File: config.mk
export PLATFORM = sky130hd
export DESIGN_NAME = rs_rx_section
export DESIGN_NICKNAME = d
export VERILOG_FILES = /design/src/rtl/rs_rx_pkg.sv /design/src/rtl/rs_frame_locator.sv /design/src/rtl/rs_descrambler.sv /design/src/rtl/rs_b1_monitor.sv /design/src/rtl/rs_rx_section.sv
export SDC_FILE = /design/constraint.sdc
export NUM_CORES = 1
export LEC_CHECK = 0
export BUFFER_PORTS_ARGS = -buffer_cell sky130_fd_sc_hd__buf_2
export CAP_MARGIN = 20
export CORE_ASPECT_RATIO = 1.1
export CORE_MARGIN = 1.5
export CORE_UTILIZATION = 25
export CTS_BUF_LIST = sky130_fd_sc_hd__clkbuf_16
export DETAILED_ROUTE_END_ITERATION = 8
export GPL_TIMING_DRIVEN = 1
export REMOVE_ABC_BUFFERS = 1
export SLEW_MARGIN = 20
export SYNTH_ARGS = -nofsm -noshare
export SYNTH_HDL_FRONTEND = slang
export SYNTH_SLANG_ARGS = --single-unit
File: constraint.sdc
create_clock -name clk -period 4.5 [get_ports clk]
set_input_delay 0.9 -clock clk [delete_from_list [all_inputs] [get_ports clk]]
set_output_delay 0.9 -clock clk [all_outputs]
set_load 0.005 [all_outputs]
File: src/rtl/rs_rx_pkg.sv
package rs_rx_pkg;

    // Slice of the framing word used for phase search: three A1 then three A2
    localparam int            SYNC_LEN  = 6;
    localparam logic [47:0]   SYNC_WORD = 48'hF6F6F6_282828;
    localparam logic [6:0]    KEY_SEED  = 7'h7F;

    typedef enum logic [1:0] {
        ST_HUNT,
        ST_CONFIRM,
        ST_LOCKED
    } align_state_e;

    // Per-byte position information produced by the framer
    typedef struct packed {
        logic phase_known;
        logic in_frame;
        logic first_row;
        logic seed_now;
        logic frame_first;
        logic frame_last;
        logic at_b1;
    } frame_tag_t;

    // Key byte for one byte time, generator x^7+x^6+1, MSB first
    function automatic logic [7:0] key_byte(input logic [6:0] st);
        logic [6:0] s;
        logic [7:0] k;
        s = st;
        k = '0;
        for (int b = 7; b >= 0; b--) begin
            k[b] = s[6];
            s    = {s[5:0], s[6] ^ s[5]};
        end
        return k;
    endfunction

    // Generator state after eight shifts
    function automatic logic [6:0] key_advance(input logic [6:0] st);
        logic [6:0] s;
        s = st;
        for (int b = 0; b < 8; b++) begin
            s = {s[5:0], s[6] ^ s[5]};
        end
        return s;
    endfunction

    function automatic logic [3:0] ones8(input logic [7:0] v);
        logic [3:0] c;
        c = '0;
        for (int b = 0; b < 8; b++) begin
            c = c + {3'b000, v[b]};
        end
        return c;
    endfunction

endpackage

File: src/rtl/rs_frame_locator.sv
module rs_frame_locator
    import rs_rx_pkg::*;
#(
    parameter int N          = 16,
    parameter int OOF_MISSES = 4
) (
    input  logic       clk,
    input  logic       rst,
    input  logic [7:0] in_data,
    output frame_tag_t tag
);
    localparam int FRAME_LEN = 2430 * N;
    localparam int POS_W     = $clog2(FRAME_LEN);
    localparam int PAT_END   = 3 * N + 2;
    localparam int ROW1      = 9 * N;
    localparam int B1_POS    = 270 * N;
    localparam int MISS_W    = $clog2(OOF_MISSES);
    localparam int HIST_W    = 8 * (SYNC_LEN - 1);

    logic [HIST_W-1:0]   hist;
    logic [8*SYNC_LEN-1:0] cand;
    logic [SYNC_LEN-1:0] byte_hit;
    logic                match;

    logic [POS_W-1:0]    pos, pos_nxt;
    align_state_e        state, state_nxt;
    logic [MISS_W-1:0]   miss, miss_nxt;
    logic                at_pat_end, at_last;

    assign cand = {hist, in_data};

    for (genvar g = 0; g < SYNC_LEN; g++) begin : g_cmp
        assign byte_hit[g] = (cand[8*g +: 8] == SYNC_WORD[8*g +: 8]);
    end
    assign match = &byte_hit;

    assign at_pat_end = (pos == POS_W'(PAT_END));
    assign at_last    = (pos == POS_W'(FRAME_LEN - 1));

    always_comb begin
        state_nxt = state;
        miss_nxt  = miss;
        pos_nxt   = at_last ? '0 : pos + 1'b1;
        case (state)
            ST_HUNT: begin
                if (match) begin
                    state_nxt = ST_CONFIRM;
                    pos_nxt   = POS_W'(PAT_END + 1);
                    miss_nxt  = '0;
                end
            end
            ST_CONFIRM: begin
                if (at_pat_end) begin
                    state_nxt = match ? ST_LOCKED : ST_HUNT;
                    miss_nxt  = '0;
                end
            end
            ST_LOCKED: begin
                if (at_pat_end) begin
                    if (match) begin
                        miss_nxt = '0;
                    end else if (miss == MISS_W'(OOF_MISSES - 1)) begin
                        state_nxt = ST_HUNT;
                        miss_nxt  = '0;
                    end else begin
                        miss_nxt = miss + 1'b1;
                    end
                end
            end
            default: state_nxt = ST_HUNT;
        endcase
    end

    always_ff @(posedge clk) begin
        if (rst) begin
            hist  <= '0;
            pos   <= '0;
            state <= ST_HUNT;
            miss  <= '0;
        end else begin
            hist  <= {hist[HIST_W-9:0], in_data};
            pos   <= pos_nxt;
            state <= state_nxt;
            miss  <= miss_nxt;
        end
    end

    always_comb begin
        tag.phase_known = (state != ST_HUNT);
        tag.in_frame    = (state == ST_LOCKED);
        tag.first_row   = (pos < POS_W'(ROW1));
        tag.seed_now    = (pos == POS_W'(ROW1));
        tag.frame_first = (pos == '0);
        tag.frame_last  = at_last;
        tag.at_b1       = (pos == POS_W'(B1_POS));
    end

endmodule

File: src/rtl/rs_descrambler.sv
module rs_descrambler
    import rs_rx_pkg::*;
(
    input  logic       clk,
    input  logic       rst,
    input  logic [7:0] in_data,
    input  frame_tag_t tag,
    output logic [7:0] clear_byte
);
    logic [6:0] lfsr;
    logic [6:0] cur_state;
    logic       active;

    assign cur_state  = tag.seed_now ? KEY_SEED : lfsr;
    assign active     = tag.phase_known && !tag.first_row;
    assign clear_byte = active ? (in_data ^ key_byte(cur_state)) : in_data;

    always_ff @(posedge clk) begin
        if (rst) begin
            lfsr <= KEY_SEED;
        end else if (tag.phase_known) begin
            lfsr <= key_advance(cur_state);
        end
    end

endmodule

File: src/rtl/rs_b1_monitor.sv
module rs_b1_monitor
    import rs_rx_pkg::*;
(
    input  logic       clk,
    input  logic       rst,
    input  logic [7:0] in_data,
    input  logic [7:0] clear_byte,
    input  frame_tag_t tag,
    output logic       b1_err,
    output logic [3:0] b1_err_bits
);
    logic [7:0] acc;
    logic [7:0] prev_par;
    logic       started;
    logic       par_valid;
    logic [7:0] diff;

    assign diff = clear_byte ^ prev_par;

    always_ff @(posedge clk) begin
        if (rst) begin
            acc       <= '0;
            prev_par  <= '0;
            started   <= 1'b0;
            par_valid <= 1'b0;
        end else begin
            acc <= tag.frame_first ? in_data : (acc ^ in_data);
            if (!tag.phase_known) begin
                started   <= 1'b0;
                par_valid <= 1'b0;
            end else begin
                if (tag.frame_first) begin
                    started <= 1'b1;
                end
                if (tag.frame_last && started) begin
                    prev_par  <= acc ^ in_data;
                    par_valid <= 1'b1;
                end
            end
        end
    end

    always_ff @(posedge clk) begin
        if (rst) begin
            b1_err      <= 1'b0;
            b1_err_bits <= '0;
        end else if (tag.in_frame && par_valid && tag.at_b1) begin
            b1_err      <= |diff;
            b1_err_bits <= ones8(diff);
        end else begin
            b1_err      <= 1'b0;
            b1_err_bits <= '0;
        end
    end

endmodule

File: src/rtl/rs_rx_section.sv
module rs_rx_section
    import rs_rx_pkg::*;
#(
    parameter int N          = 16,
    parameter int OOF_MISSES = 4
) (
    input  logic       clk,
    input  logic       rst,
    input  logic [7:0] in_data,
    output logic [7:0] out_data,
    output logic       out_sof,
    output logic       in_frame,
    output logic       b1_err,
    output logic [3:0] b1_err_bits
);
    frame_tag_t tag;
    logic [7:0] clear_byte;
    logic       phase_known;

    rs_frame_locator #(.N(N), .OOF_MISSES(OOF_MISSES)) locator_i (
        .clk     (clk),
        .rst     (rst),
        .in_data (in_data),
        .tag     (tag)
    );

    rs_descrambler descr_i (
        .clk        (clk),
        .rst        (rst),
        .in_data    (in_data),
        .tag        (tag),
        .clear_byte (clear_byte)
    );

    rs_b1_monitor b1_i (
        .clk         (clk),
        .rst         (rst),
        .in_data     (in_data),
        .clear_byte  (clear_byte),
        .tag         (tag),
        .b1_err      (b1_err),
        .b1_err_bits (b1_err_bits)
    );

    assign phase_known = tag.phase_known;
    assign in_frame    = tag.in_frame;

    always_ff @(posedge clk) begin
        if (rst) begin
            out_data <= '0;
            out_sof  <= 1'b0;
        end else begin
            out_data <= clear_byte;
            out_sof  <= tag.in_frame && tag.frame_first;
        end
    end

endmodule

### After elaboration in Yosys (flattened, before gate mapping)

Index checks and enable logic that the tools add are counted.

* register bits: 99
* input bits: 10
* output and inout port bits: 15
* word-level logic and storage cells: 90

* $add $sub $neg: 9
* magnitude comparators: 1
* equal/unequal tests: 18
* multiplexer cells: 19
* bitwise logic cells: 13
* reduce and logical (&&, ||, !) cells: 17

Operators with widths (number)
* $mux W16: 3
* $add A4 B1 Y4: 6
* $eq A8 B6 Y1 const B: 3
* $eq A8 B8 Y1 const B: 3
* $xor A8 B8 Y8: 3
* $mux W2: 11
* $add A16 B1 Y16 const B: 1
* $eq A16 B13 Y1 const B: 1
* $eq A16 B16 Y1 const B: 1
* $eq A16 B6 Y1 const B: 1
* $eq A16 B8 Y1 const B: 1
* $logic_not A16 Y1: 1
* $lt A16 B8 Y1 const B: 1
* $mux W8: 2
* $pmux W2 S3: 2
* $ne A2 B1 Y1 const B: 4
* $reduce_or A8 Y1: 1
* $xor A1 B1 Y1: 8
* $mux W7: 1
* $reduce_and A6 Y1: 1
* $logic_and A1 B1 Y1: 5
* $reduce_and A5 Y1: 1
* $eq A2 B2 Y1 const B: 2
* $reduce_and A4 Y1: 1
* other kinds (11): 13

### Logic depth before layout (Yosys ltp)

* word-level depth: 13
* gate-level depth with buffers: 19

### By module

A second synthesis with hierarchy kept.

* cell total of the unflattened synthesis: 424
* area, all modules: 4150.2 um2

Modules (own cells, without submodules)
* rs_frame_locator: times used 1, cells each 238, area an instance 2308.5 um2
* rs_b1_monitor: times used 1, cells each 116, area an instance 1149.9 um2
* rs_descrambler: times used 1, cells each 52, area an instance 431.7 um2
* rs_rx_section: times used 1, cells each 18, area an instance 260.2 um2

### Worst setup path after synthesis

No wires, ideal clock.

* path kind: flip-flop to flip-flop
* start point: register locator_i.pos[0]
* end point: register b1_i.b1_err_bits[1]
* library setup time: 0.116 ns
* data arrival time: 4.136 ns
* data required time: 4.384 ns
* slack: 0.249 ns
* stages on the path, launching flop included: 20
* path buffers: 2
* cells stage by stage: dfxtp_1 inv_1 ha_1 nor3b_1 and4_1 buf_6 buf_6 o21ai_0 xor2_1 xnor2_1 inv_1 ha_1 fa_1 fa_1 inv_1 fa_1 inv_1 fa_1 inv_1 nor2_1

* longest elaborated chain between the ends: 13
* elaborated cells between the ends (all ways): 20
* those cells by class: add/sub: 7; order compare: 1; eq/ne: 2; mux: 2; bitwise: 4; reduce/logical: 4

RTL lines
* start: declaration: RTL line rs_frame_locator.sv:25 `logic [POS_W-1:0] pos, pos_nxt;`
* start signal: assignment: RTL line rs_frame_locator.sv:82 `pos <= pos_nxt;`
* branches (longest 13 deep; another with $lt A16 B8 Y1)
* end signal: assignment: RTL line rs_b1_monitor.sv:49 `b1_err_bits <= ones8(diff);`
* end: declaration: RTL line rs_b1_monitor.sv:10 `output logic [3:0] b1_err_bits`

Parallel ways; which one is timed is not known.
A chain may end at the register's enable or synchronous reset.

### Final worst setup path

Same ends and word-level chain as after synthesis.

==> metrics <==
clk slew on worst S/H paths 0.07 ns; # setup viols final 0; combinational power share 0.071; Root Driver clkbuf_16; Worst path slowest cell fa_1; CTS Buffer Depth 2; commonest cells after routing, fill and taps aside dfxtp_1 (99), nor2_1 (53), nor2b_1 (40); actual slew at the worst max-slew pin 0.562 ns; TritonCTS Sinks 99; largest net degree at the start of global routing 59; outcome completed; hold path cells 1; Max-Cap Viols 0; final hold violations 0; Buf/Inv on CP 6; initial core utilization 0.256; Worst Skew 0.0115 ns; worst path required time 4.74 ns; register area share after synthesis 0.471; commonest non-fill, non-tap cell in the layout dfxtp_1; Final Cycle Share 0.942; vias per cell 4.38; Antenna Nets Post-Route 0; nets 470; num ports 25; Die H 139 µm; Die W 127 µm; # hold bufs at CTS 0; fin crit period 4.24 ns; Total Routing Usage GR 0.104; Leakage 1.96 nW; first-pass GRT wire length 14300 µm; Residual DRC 0; Fillers 1699; Slew headroom 0.625; share of layout cells above drive strength 1 0.155; global placement routability congestion 0.792; Synth Warn # 0; EDFF count, synth 0; Sw Pwr 0.452 mW; Remaining Overflow, GRT 0; CP peak stage delay 0.56 ns; most used cell, CP inv_1; Most used DFF post-synth dfxtp_1; Layout area overhead 15.0%; Reg power frac 0.510; mapped cell area 4200 µm²; Cell Int Power 1.34 mW; Cell Rows 49; initial antenna violation count 0; VDD IR-drop max 0.000186 V; Mapped Cells 424; CP Data Arrival Time 4.48 ns; Worst setup SP type register; vias in the first global route 2923; crit path cell chain inv_1, ha_1, nor3b_1, and4_1, buf_4, o21ai_2, xor2_1, xor2_1, inv_1, fa_1, fa_1, inv_1, fa_1, inv_1, fa_1, inv_1, nor2_1; post-synthesis async set-or-reset flop share 0; Sw Ratio 0.252; part of the power in the clock network 0.419; Register-to-Register Path Depth 17; Sum Neg Setup Slack 0 ns; CTS tree done; Num CTS Buffers 9; Final Util 0.294; fmax 0.236 GHz; Final Max Slew Viols 0; Avg Inst Size Synth 9.92 µm²; worst setup path class register to register; drt first pass iters 4; core area 16400 µm²; Total Routed Length 8580 µm; post-DP HPWL 6150 µm; Ant. Diodes 0; family with the most delay on the worst path adder cells; # port buffers 24; Levels on crit path 17; pwr/cell area 371 nW/µm²; RSZ-0062 raised after global routing false; drt wl/cell 13.1 µm; synth unique cells 53; CP Max Fanout 13; full die area 17600 µm²; Crit. End Element register; drt initial violations 192; #FFs+latches synth 99; Clk Latency, worst-skew pair 0.36 ns; Worst Hold Class register to register; via count 2878; H-tree depth 3
-- power by group through the flow --
stage	Sequential, mW	Clock, mW	Combinational (mW)
after floorplan	0.932	0	0.0819
after global placement	0.934	0	0.127
after detailed placement	0.934	0	0.130
after CTS	0.914	0.778	0.131
after global routing	0.917	0.816	0.146
final	0.914	0.752	0.128
-- cell usage after synthesis (all sizes together), types with 4 or more instances --
library cell	n	area, µm²
dfxtp	99	1980
nor2	53	199
nor2b	40	250
xor2	37	339
nand2	25	114
xnor2	19	166
clkbuf	14	53.8
a21oi	13	65.1
inv	11	41.3
nand4	11	68.8
mux2i	9	90.1
ha	8	100
nand3	8	45.0
nor3	8	40.0
o31ai	8	60.1
buf	7	56.3
nor4	7	80.1
o21ai	6	37.5
fa	4	80.1
nand3b	4	42.5
-- final timing paths --
| check | from | end | slack (ns) |
|---|---|---|---|
| worst max-delay path | locator_i.pos[0]$_SDFF_PP0_ | b1_i.b1_err_bits[1]$_SDFF_PP0_ | 0.26 |
| worst min-delay path | locator_i.hist[13]$_SDFF_PP0_ | locator_i.hist[21]$_SDFF_PP0_ | 0.45 |
| worst max register to register | locator_i.pos[0]$_SDFF_PP0_ | b1_i.b1_err_bits[1]$_SDFF_PP0_ | 0.26 |
| worst min register to register | locator_i.hist[13]$_SDFF_PP0_ | locator_i.hist[21]$_SDFF_PP0_ | 0.45 |
-- timing repair --
action | in CTS | in global routing
resized for setup | 0 | 1
endpoints found under the setup margin | 0 | 1
buffers inserted | 0 | 4
-- layout make-up --
| type | instances | area, µm² | share of cell area |
|---|---|---|---|
| clock buffers | 9 | 225 | 0.0466 |
| clock inverters | 7 | 66.3 | 0.0137 |
| inverters | 11 | 41.3 | 0.00854 |
| multi-input cells | 293 | 2070 | 0.428 |
| flip-flops and latches | 99 | 1980 | 0.410 |
| well taps | 204 | 255 | 0.0528 |
| repair buffers | 34 | 195 | 0.0404 |
-- registers in the layout, summed over array words and instances (netlist names) --
signal and count:
b1_i.acc 8, locator_i.hist 40, locator_i.state 2, b1_i.b1_err 1
locator_i.pos 16, descr_i.lfsr 7, b1_i.prev_par 8, out_sof 1
b1_i.started 1, locator_i.miss 2, b1_i.b1_err_bits 4, b1_i.par_valid 1
out_data 8
-- cell families after synthesis --
| family | share of synthesized area |
|---|---|
| fa+ha+maj | 0.0452 |
| compound gates | 0.0542 |
| mux | 0.0214 |
| xor+xnor | 0.126 |
| simple gates | 0.246 |
| buf+inv | 0.0360 |
| flops | 0.471 |
-- routing by layer --
metal  track usage  part of all wire
met5             0                 0
met2         0.182              0.51
met1         0.118              0.43
met4        0.0387             0.018
met3        0.0340             0.035
-- per-stage QoR --
stage / instance area (µm²) / std cells / hold WS (ns) / worst slack, ns / power, mW
after floorplan: 4090 / 403 / 0.429 / 0.261 / 1.01
after global placement: 4510 / 637 / 0.440 / 0.324 / 1.06
after detailed placement: 4510 / 637 / 0.447 / 0.233 / 1.06
after CTS: 4810 / 653 / 0.453 / 0.221 / 1.82
after global routing: 4840 / 657 / 0.473 / 0.0110 / 1.88
final: 4840 / 657 / 0.449 / 0.262 / 1.79
Power figures use the tool's default switching activity.
